<file path="src/rtl/ebus_seq.sv">
module ebus_seq #(
  parameter int AW = 24,
  parameter int DW = 16,
  parameter int CW = 4
) (
  input  logic          clk,
  input  logic          rst_n,
  input  logic          req_valid,
  output logic          req_ready,
  input  logic          req_write,
  input  logic [AW-1:0] req_addr,
  input  logic [DW-1:0] req_wdata,
  input  logic [CW-1:0] cfg_rd_setup,
  input  logic [CW-1:0] cfg_rd_pulse,
  input  logic [CW-1:0] cfg_rd_hold,
  input  logic [CW-1:0] cfg_wr_setup,
  input  logic [CW-1:0] cfg_wr_pulse,
  input  logic [CW-1:0] cfg_wr_hold,
  input  logic [CW-1:0] cfg_float,
  input  logic [1:0]    cfg_wait_mode,
  output logic          cfg_err,
  input  logic          ext_wait_n,
  output logic          bus_rd_n,
  output logic          bus_wr_n,
  output logic [AW-1:0] bus_addr,
  output logic [DW-1:0] bus_dout,
  output logic          bus_doe,
  input  logic [DW-1:0] bus_din,
  output logic [DW-1:0] rsp_rdata,
  output logic          rsp_done
);

  typedef enum logic [2:0] {S_IDLE, S_GAP, S_SETUP, S_PULSE, S_HOLD} st_t;

  localparam logic [CW-1:0] ONE  = CW'(1);
  localparam logic [CW:0]   FONE = (CW+1)'(1);

  st_t           st, st_n;
  logic [CW-1:0] cnt, cnt_n;
  logic [CW:0]   flt;
  logic          wr_q, fin, start;
  logic [1:0]    wsync;

  logic          dir, wait_lo, frz_hold, rdy_hold, gap_ok;
  logic [CW-1:0] s_len, p_len, h_len, p_first;

  assign dir      = (st == S_IDLE) ? req_write : wr_q;
  assign s_len    = dir ? cfg_wr_setup : cfg_rd_setup;
  assign p_len    = dir ? cfg_wr_pulse : cfg_rd_pulse;
  assign h_len    = dir ? cfg_wr_hold  : cfg_rd_hold;
  assign p_first  = (p_len == '0) ? '0 : p_len - ONE;
  assign wait_lo  = cfg_wait_mode[1] & ~wsync[1];
  assign frz_hold = wait_lo & ~cfg_wait_mode[0];
  assign rdy_hold = wait_lo &  cfg_wait_mode[0];
  assign gap_ok   = (flt <= FONE);
  assign start    = ((st == S_IDLE) && req_valid && !(req_write && !gap_ok)) ||
                    ((st == S_GAP) && gap_ok);

  assign req_ready = (st == S_IDLE);
  assign bus_rd_n  = !((st == S_PULSE) && !wr_q);
  assign bus_wr_n  = !((st == S_PULSE) &&  wr_q);
  assign bus_doe   = wr_q && (st == S_SETUP || st == S_PULSE || st == S_HOLD);
  assign cfg_err   = cfg_wait_mode[1] && (cfg_rd_hold == '0 || cfg_wr_hold == '0);

  always_comb begin
    st_n  = st;
    cnt_n = cnt;
    fin   = 1'b0;
    if (start) begin
      if (s_len != '0) begin
        st_n  = S_SETUP;
        cnt_n = s_len - ONE;
      end else begin
        st_n  = S_PULSE;
        cnt_n = p_first;
      end
    end else begin
      case (st)
        S_IDLE: if (req_valid) st_n = S_GAP;
        S_GAP: ;
        S_SETUP:
          if (cnt == '0) begin
            st_n  = S_PULSE;
            cnt_n = p_first;
          end else cnt_n = cnt - ONE;
        S_PULSE:
          if (!frz_hold) begin
            if (cnt != '0) cnt_n = cnt - ONE;
            else if (!rdy_hold) begin
              if (h_len != '0) begin
                st_n  = S_HOLD;
                cnt_n = h_len - ONE;
              end else begin
                st_n = S_IDLE;
                fin  = 1'b1;
              end
            end
          end
        S_HOLD:
          if (cnt == '0) begin
            st_n = S_IDLE;
            fin  = 1'b1;
          end else cnt_n = cnt - ONE;
        default: st_n = S_IDLE;
      endcase
    end
  end

  always_ff @(posedge clk or negedge rst_n) begin
    if (!rst_n) begin
      st        <= S_IDLE;
      cnt       <= '0;
      wr_q      <= 1'b0;
      flt       <= '0;
      wsync     <= 2'b11;
      bus_addr  <= '0;
      bus_dout  <= '0;
      rsp_rdata <= '0;
      rsp_done  <= 1'b0;
    end else begin
      st       <= st_n;
      cnt      <= cnt_n;
      wsync    <= {wsync[0], ext_wait_n};
      rsp_done <= fin;
      if (req_valid && req_ready) begin
        wr_q     <= req_write;
        bus_addr <= req_addr;
        bus_dout <= req_wdata;
      end
      if (st == S_PULSE && st_n != S_PULSE && !wr_q) rsp_rdata <= bus_din;
      if (fin && !wr_q) flt <= {1'b0, cfg_float} + FONE;
      else if (flt != '0) flt <= flt - FONE;
    end
  end

  a_r6_setup_ignores_wait: assert property (@(posedge clk) disable iff (!rst_n)
    (st == S_SETUP && cnt == '0) |=> (st == S_PULSE));

  a_r5_disabled_no_stretch: assert property (@(posedge clk) disable iff (!rst_n)
    (st == S_PULSE && cnt == '0 && !cfg_wait_mode[1]) |=> (st != S_PULSE));

  a_r7_frozen_holds: assert property (@(posedge clk) disable iff (!rst_n)
    (st == S_PULSE && cfg_wait_mode == 2'b10 && !wsync[1]) |=> (st == S_PULSE && $stable(cnt)));

  a_r8_ready_extends: assert property (@(posedge clk) disable iff (!rst_n)
    (st == S_PULSE && cnt == '0 && cfg_wait_mode == 2'b11 && !wsync[1]) |=> (st == S_PULSE));

  a_r10_float_clear: assert property (@(posedge clk) disable iff (!rst_n)
    bus_doe |-> (flt == '0));

  a_r2_done_one_cycle: assert property (@(posedge clk) disable iff (!rst_n)
    rsp_done |=> !rsp_done);

endmodule

</file>
<file path="config.mk">
export PLATFORM = sky130hd
export DESIGN_NAME = ebus_seq
export DESIGN_NICKNAME = d
export VERILOG_FILES = /design/src/rtl/ebus_seq.sv
export SDC_FILE = /design/constraint.sdc
export NUM_CORES = 1
export LEC_CHECK = 0
export ABC_AREA = 1
export BUFFER_PORTS_ARGS = -buffer_cell sky130_fd_sc_hd__buf_2
export CORE_ASPECT_RATIO = 1.5
export CORE_MARGIN = 5
export CORE_UTILIZATION = 49
export DETAILED_ROUTE_END_ITERATION = 10
export PLACE_DENSITY_LB_ADDON = 0.1
export SYNTH_ARGS = -nofsm -noshare
export SYNTH_HDL_FRONTEND = slang
export SYNTH_SLANG_ARGS = --single-unit
</file>
<file path="constraint.sdc">
create_clock -name clk -period 2.2 [get_ports clk]
set_input_delay 0 -clock clk [delete_from_list [all_inputs] [get_ports clk]]
set_output_delay 0 -clock clk [all_outputs]
set_load 0.01 [all_outputs]
</file>
==> summary.txt, run 1 <==
Outcome
  – Outcome: finished, final reports clean

Cells and area
  – Ant diodes: 0
  – Area delta synth->final: 49.5%
  – Final Net Count: 748
  – Share of cells above drive strength 1: 0.418
  – Register area: 1800 µm²
  – Fill count: between 500 and 600
  – Area of the multi-input gates: ~1900 µm²
  – Design area: roughly 6000 µm²

GRT
  – Largest net degree at the start of global routing: 38
  – GRT Total Usage: 0.240
  – Global-route wire length before repair: 19.0 mm
  – Grt ovf: 0
  – Vias in the first global route: 4014
  – Initial antenna violation count: 0

Setup path
  – Startpoint Class: flop
  – Worst Reg2Reg Path Length in Cells: 15
  – Crit path max fanout: 8
  – Worst r2r dst: flt[3]
  – Flop-to-flop setup slack: between 0.2 and 0.25 ns
  – CP endpoint kind: flop
  – Arr. time, crit path: 2.21 ns
  – CP required: roughly 2.4 ns
  – Crit path kind: flop to flop
  – Worst R2R Start: st[0]

Place
  – Placed cell area: 4840 µm²
  – Placement Setup Slack: just under 0.09 ns
  – Port Buffers: between 150 and 200
  – Placer congestion estimate: 0.843
  – Hpwl dp: 8.09 mm

Timing
  – Max-slew violations: 0
  – Slew margin rel.: 0.644
  – Max Clk Rate: 0.503 GHz
  – Hold Fails Final Rpt: 0
  – Final Setup Violations: 0
  – Min cycle time layout: 1.99 ns
  – Fin worst setup slack: between 0.2 and 0.25 ns
  – RSZ-0062 raised after global routing: yes
  – Tcrit/Tclk final: 0.904
  – Worst-Margin Slew: around 0.53 ns
  – Layout Skew: about 0.0071 ns

CTS
  – Worst-Skew Late Latency: 0.33 ns
  – Clk root buf: clkbuf_16
  – CTS tree: done
  – Clock sinks: 72
  – Max Root-Sink Buffers: 2
  – CTS clk-pin slew, worst paths: roughly 0.050 ns
  – Cts bufs inserted: 9
  – H-Tree Depth: 3

Logic synthesis
  – Synth area leaders: dfrtp_1, mux2_2, nand2_1
  – Mapped Cells: roughly 420
  – Syn nets: 517
  – Count leader, synth: nand2_1
  – Syn Area/Cell: between 9 and 10 µm²
  – Synth top area share: 0.446
  – Post-synth EDFFs: 0
  – Synthesized area: 3930 µm²
  – Synth unique cells: 33
  – Yosys warns: 0
  – Ys async rst share: 1.00
  – Top cells by count, synth: nand2_1, dfrtp_1, inv_1
  – Yosys reg bits: 72
  – Post-synthesis sequential area ratio: 0.459
  – Ys flop type: dfrtp_1
  – Yosys top cell by area: dfrtp_1

Floorplan
  – Initial core utilization: 0.497
  – Die height: 120 µm
  – Boundary Pins: 153
  – Die Wd: between 80 and 90 µm
  – Row Count: 40
  – Die area: 9950 µm²
  – Core area: 7910 µm²

Route
  – Final ANT Viol Nets: 0
  – Via density: ~4.8
  – Pre-Repair DR Iteration Count: 4
  – Final wirelength: 11.8 mm
  – Post-DR wirelength/cell: 15.5 µm
  – DRT iter0 DRCs: about 140
  – DRC Markers: 0
  – DR vias: 3664

Hold path
  – HP Class: input pin to flop
  – Hold path depth: 5
  – Hold Path End: flt[3]
  – Hold Startpoint: cfg_float[3]

Power and ir drop
  – PD cells: roughly 1300 nW/µm²
  – Leak Pwr: 3.19 nW
  – Peak supply drop: around 0.0009 V

Flow run
  – Max cap viols: 0
==> critical path, cell delays in order, from the launching register on <==
cell and delay [ns]:
dfrtp_1 0.42, nor2_4 0.21, nand3_4 0.13, nand2_4 0.12
nand2_1 0.07, nand2_2 0.10, ha_1 0.17, nand3_2 0.09
nor2_2 0.12, nand2_2 0.07, nand2_4 0.08, nand2_4 0.08
clkinv_1 0.07, nand2_1 0.05, nand2_1 0.06, inv_1 0.04
==> per-layer routing <==
metal / up-vias / track usage / routed length, µm
met5: - / 0 / 0
met4: 0 / 0.0808 / 314
met3: 26 / 0.0652 / 674
met2: 129 / 0.470 / 6600
met1: 1695 / 0.240 / 4190
li1: 1814 / - / -
==> power breakdown <==
group	switching [W]	total [W]	leakage (nW)	internal (W)
sequential	0.000380	0.00231	0.883	0.00193
clock	0.000536	0.00156	0.156	0.00102
combinational	0.00214	0.00389	2.15	0.00175
==> metrics by stage <==
step           TNS (ns)  std cells  total power (W)  utilization  hold slack [ns]
6_report              0        758          0.00776        0.743           0.0369
5_1_grt         -0.0145        758          0.00832        0.743           0.0853
4_1_cts               0        751          0.00752        0.730           0.0308
3_5_place_dp          0        675          0.00586        0.612         0.000255
3_3_place_gp          0        675          0.00578        0.612          -0.0111
2_1_floorplan         0        418          0.00466            -           -0.296
==> how the worst max path moves through the flow <==
stage | depth (start not counted) | end | start | slack (ns)
after floorplan | 16 | flt[3] | st[0] | 0.33
final | 15 | flt[3] | st[0] | 0.21
after global placement | 13 | cnt[2] | st[0] | 0.17
after CTS | 15 | flt[3] | st[0] | 0.08
after global routing | 15 | flt[3] | st[0] | -0.01
after detailed placement | 15 | flt[3] | st[0] | 0.09
==> state kept, by name, indices dropped and copies added, names as in the netlist <==
register and flops:
st 3, bus_dout 16, bus_addr 24, rsp_done 1, rsp_rdata 16, wr_q 1, wsync 2, flt 5
cnt 4
==> layout by cell type, fill, tap and decap left out, types with 2 or more instances in the layout <==
cell | synthesis | final
nand3b_1 | 4 | 4
dlygate4sd3_1 | 0 | 61
bufinv_16 | 0 | 2
dfrtp_1 | 70 | 70
nor2_1 | 15 | 15
dfstp_2 | 2 | 2
nand2_2 | 8 | 11
inv_1 | 54 | 54
a21oi_1 | 11 | 10
nor2_4 | 2 | 2
xnor2_1 | 3 | 3
o21ai_1 | 1 | 2
nand2_1 | 102 | 97
clkbuf_16 | 0 | 9
nand3_1 | 33 | 32
nand2_4 | 4 | 5
nand3_2 | 5 | 5
o21ai_0 | 9 | 8
nand3_4 | 1 | 2
ha_1 | 8 | 8
mux2_4 | 10 | 10
buf_2 | 4 | 152
mux2_2 | 46 | 46
nand4_1 | 6 | 6
o211ai_1 | 2 | 2
inv_2 | 5 | 5
buf_4 | 1 | 13
xor2_1 | 3 | 3
==> kinds of logic (layout without fill, tap and decap cells) <==
logic type               Yosys count  after routing  share of synthesized area
buffers and inverters             68            303                     0.0745
multiplexers                      56             56                      0.170
AO/OA/AOI/OAI                     26             26                     0.0363
AND/OR/NAND/NOR                  182            182                      0.221
adder cells (fa/ha/maj)            8              8                     0.0255
XOR/XNOR                           6              6                     0.0134
flip-flops                        72             72                      0.459
==> cell type report <==
| type | instances | share of cell area |
|---|---|---|
| multi-input combinational | 278 | 0.321 |
| sequential | 72 | 0.307 |
| timing repair buffer | 227 | 0.253 |
| clock buffer | 11 | 0.0413 |
| inverter | 61 | 0.0413 |
| tap | 105 | 0.0224 |
| clock inverter | 4 | 0.0132 |
==> what timing repair did <==
item,in CTS,in global routing
resized for setup,0,12
buffers inserted,0,7
hold buffers,61,0
setup endpoints to repair,0,9
endpoints found under the hold margin,80,0
Power figures use the tool's default switching activity.
==> run 2, diff against run 1 <==
- CORE_UTILIZATION: 49 -> 51
- CTS_BUF_LIST: unset -> sky130_fd_sc_hd__clkbuf_4
- TNS_END_PERCENT: unset -> 20
==> run 2 against run 1 <==
  * Count of clock-buffer cells in the layout decreased by 2
  * Design area decreased by 3.6%
  * Register-to-register slack worse by 0.07 ns
  * First-iteration DRC count increased by 42%
  * Routed wire length shrank 0.69%
  * Via count is 3.4% higher
  * Critical path type unchanged
  * Largest cell class unchanged
==> summary.txt, run 2 (synthesis results as in run 1) <==
Power and ir drop
  – PD cells: between 1000 and 1500 nW/µm²
  – Combinational share of power: 0.564
  – Sequential share of power: 0.336
  – Psw: 0.00295 W
  – Peak supply drop: 0.000809 V
  – Leak Pwr: a little over 3 nW
  – Internal power: 0.00387 W
  – Net Sw Frac: 0.433
  – Clock share of power: 0.100

Timing
  – Max-slew violations: 0
  – Worst hold slack: approximately 0.054 ns
  – Min cycle time layout: just over 2 ns
  – RSZ-0062 raised after global routing: yes
  – Max Clk Rate: 0.487 GHz
  – Worst-Margin Slew: 0.461 ns
  – Setup TNS: 0 ns
  – Final Setup Violations: 0
  – Layout Skew: roughly 0.013 ns
  – Slew margin rel.: 0.693
  – Hold Fails Final Rpt: 0
  – Tcrit/Tclk final: 0.934

Flow run
  – Max cap viols: 0

GRT
  – GR Util met1: 0.264
  – Vias in the first global route: 4011
  – GRT Total Usage: 0.259
  – Grt ovf: 0
  – Busiest grt layer: met2
  – Largest net degree at the start of global routing: 42
  – Met2 GRT Util: 0.460
  – Global-route wire length before repair: 18.9 mm
  – Met3 usage in global routing: 0.0727
  – Initial antenna violation count: 1

CTS
  – Worst-Skew Late Latency: 0.42 ns
  – Cts bufs inserted: 9
  – Clk root buf: clkbuf_4
  – Clock sinks: 72
  – CTS tree: done
  – H-Tree Depth: 3
  – Max Root-Sink Buffers: 2
  – CTS clk-pin slew, worst paths: 0.12 ns

Floorplan
  – Die area: 9600 µm²
  – Initial core utilization: 0.519
  – Core area: 7560 µm²
  – Die Wd: 81.7 µm
  – Die height: 117 µm
  – Row Count: 39
  – Boundary Pins: ~150

Cells and area
  – Largest registers: bus_addr: 24 flops, bus_dout: 16 flops, rsp_rdata: 16 flops
  – Fin util: 0.749
  – Number of flip-flops in the largest register: 24
  – Area delta synth->final: 44.1%
  – Commonest cells after routing, fill and taps aside: buf_2, nand2_1, dfrtp_1, dlygate4sd3_1, inv_1
  – Finished Layout Cells: 757
  – Final Net Count: 748
  – Share of cells above drive strength 1: 0.410
  – Most flops, register: bus_addr
  – Design area: 5660 µm²
  – Most common cell after layout, fill and taps aside: buf_2

Setup path
  – Cell family with most CP delay: simple AND/OR/NAND/NOR gates
  – CP required: approximately 2.6 ns
  – Crit path kind: flop to flop
  – Startpoint Class: flop
  – Most common cell on crit path: nand2_1
  – Setup crit start: st[0]
  – Crit path max fanout: 12
  – Flop-to-flop setup slack: 0.14 ns
  – CP Cell Sequence: nor2_4, nand2_4, nand2_8, nand2_4, nand2_1, nand2_2, ha_1, nand3_2, nand2_1, nand2_1, nand2_1, nand2_1, nand2_1, inv_1, nand2_1, nand2_1
  – CP endpoint kind: flop
  – Worst R2R Start: st[0]
  – Crit path depth: 16
  – Crit path to: cnt[3]
  – Worst Reg2Reg Path Length in Cells: 16
  – Arr. time, crit path: 2.41 ns
  – Crit path largest cell delay: 0.46 ns
  – Worst Path Buf+Inv: 1
  – Slowest CP cell: dfrtp_1
  – Worst r2r dst: cnt[3]

Outcome
  – Outcome: finished, final reports clean

Place
  – Port Buffers: 152
  – Hpwl dp: 8.26 mm
  – Placer congestion estimate: roughly 0.88
  – Placed cell area: 4850 µm²
  – DP Cell Count: 673

Route
  – Pre-Repair DR Iteration Count: 4
  – DRT iter0 DRCs: between 200 and 250
  – Final ANT Viol Nets: 0
  – Via density: 5.01
  – Final wirelength: approximately 12 mm
  – DRC Markers: 0
  – DR vias: approximately 3800
  – Post-DR wirelength/cell: 15.5 µm

Hold path
  – HP Class: input pin to flop
## run 2: cell count changes in the layout (fill, tap and decap cells not counted), sizes merged
| cell | change |
|---|---|
| buf | -2 |
| bufinv | -2 |
| clkbuf | -2 |
| clkinv | +4 |
| clkinvlp | +1 |
| diode | +1 |
| dlygate4sd3 | +2 |
## run 2: area by class of cell
type | instances | area (µm²)
clock inverters | 7 | 37.5
inverters | 61 | 243
repair buffers | 227 | 1510
well taps | 102 | 128
diodes | 1 | 2.50
clock buffers | 9 | 67.6
flip-flops and latches | 72 | 1800
multi-input cells | 278 | 1870
fillers | 536 | 1900
## run 2: layer usage
metal | wire (µm) | part of all wire | vias up
li1 | - | - | 1806
met1 | 4070 | 0.35 | 1798
met2 | 6280 | 0.54 | 148
met3 | 829 | 0.071 | 38
met4 | 512 | 0.044 | 0
met5 | 0 | 0 | -
## run 2: through the flow
step / total power [W] / setup WS, ns
2_1_floorplan: 0.00466 / 0.334
3_3_place_gp: 0.00579 / 0.163
3_5_place_dp: 0.00590 / 0.0557
4_1_cts: 0.00669 / 0.0357
5_1_grt: 0.00736 / -0.00261
6_report: 0.00682 / 0.145
## run 2: worst register-to-register path: stages, from the launching register on
cell	delay (ns)
dfrtp_1	0.46
nor2_4	0.21
nand2_4	0.11
nand2_8	0.12
nand2_4	0.08
nand2_1	0.08
nand2_2	0.09
ha_1	0.22
nand3_2	0.09
nand2_1	0.05
nand2_1	0.10
nand2_1	0.06
nand2_1	0.12
nand2_1	0.07
inv_1	0.05
nand2_1	0.04
nand2_1	0.05
## run 2: worst min-delay path by stage
stage / startpoint / to / slack [ns] / cells after the start
global route: req_valid / wr_q / 0.04 / 3
detailed placement: rst_n / bus_addr[18] / -0.03 / 1
floorplan: rst_n / bus_addr[0] / -0.30 / 0
global placement: rst_n / bus_addr[18] / -0.03 / 1
CTS: cfg_wait_mode[1] / st[1] / 0.02 / 5
finish: cfg_wait_mode[1] / st[1] / 0.05 / 5
## run 2: power groups by stage
stage	clock, W	sequential [W]	combinational, W
2_1_floorplan	0	0.00248	0.00217
3_3_place_gp	0	0.00226	0.00353
3_5_place_dp	0	0.00229	0.00361
4_1_cts	0.000717	0.00227	0.00370
5_1_grt	0.000772	0.00236	0.00423
6_report	0.000686	0.00229	0.00385
## run 2: what timing repair did
item                                   in CTS  in global routing
resized for setup                           0                  8
setup buffers                               0                  4
setup endpoints to repair                   0                 10
endpoints found under the hold margin     130                  0
hold buffers                               63                  0
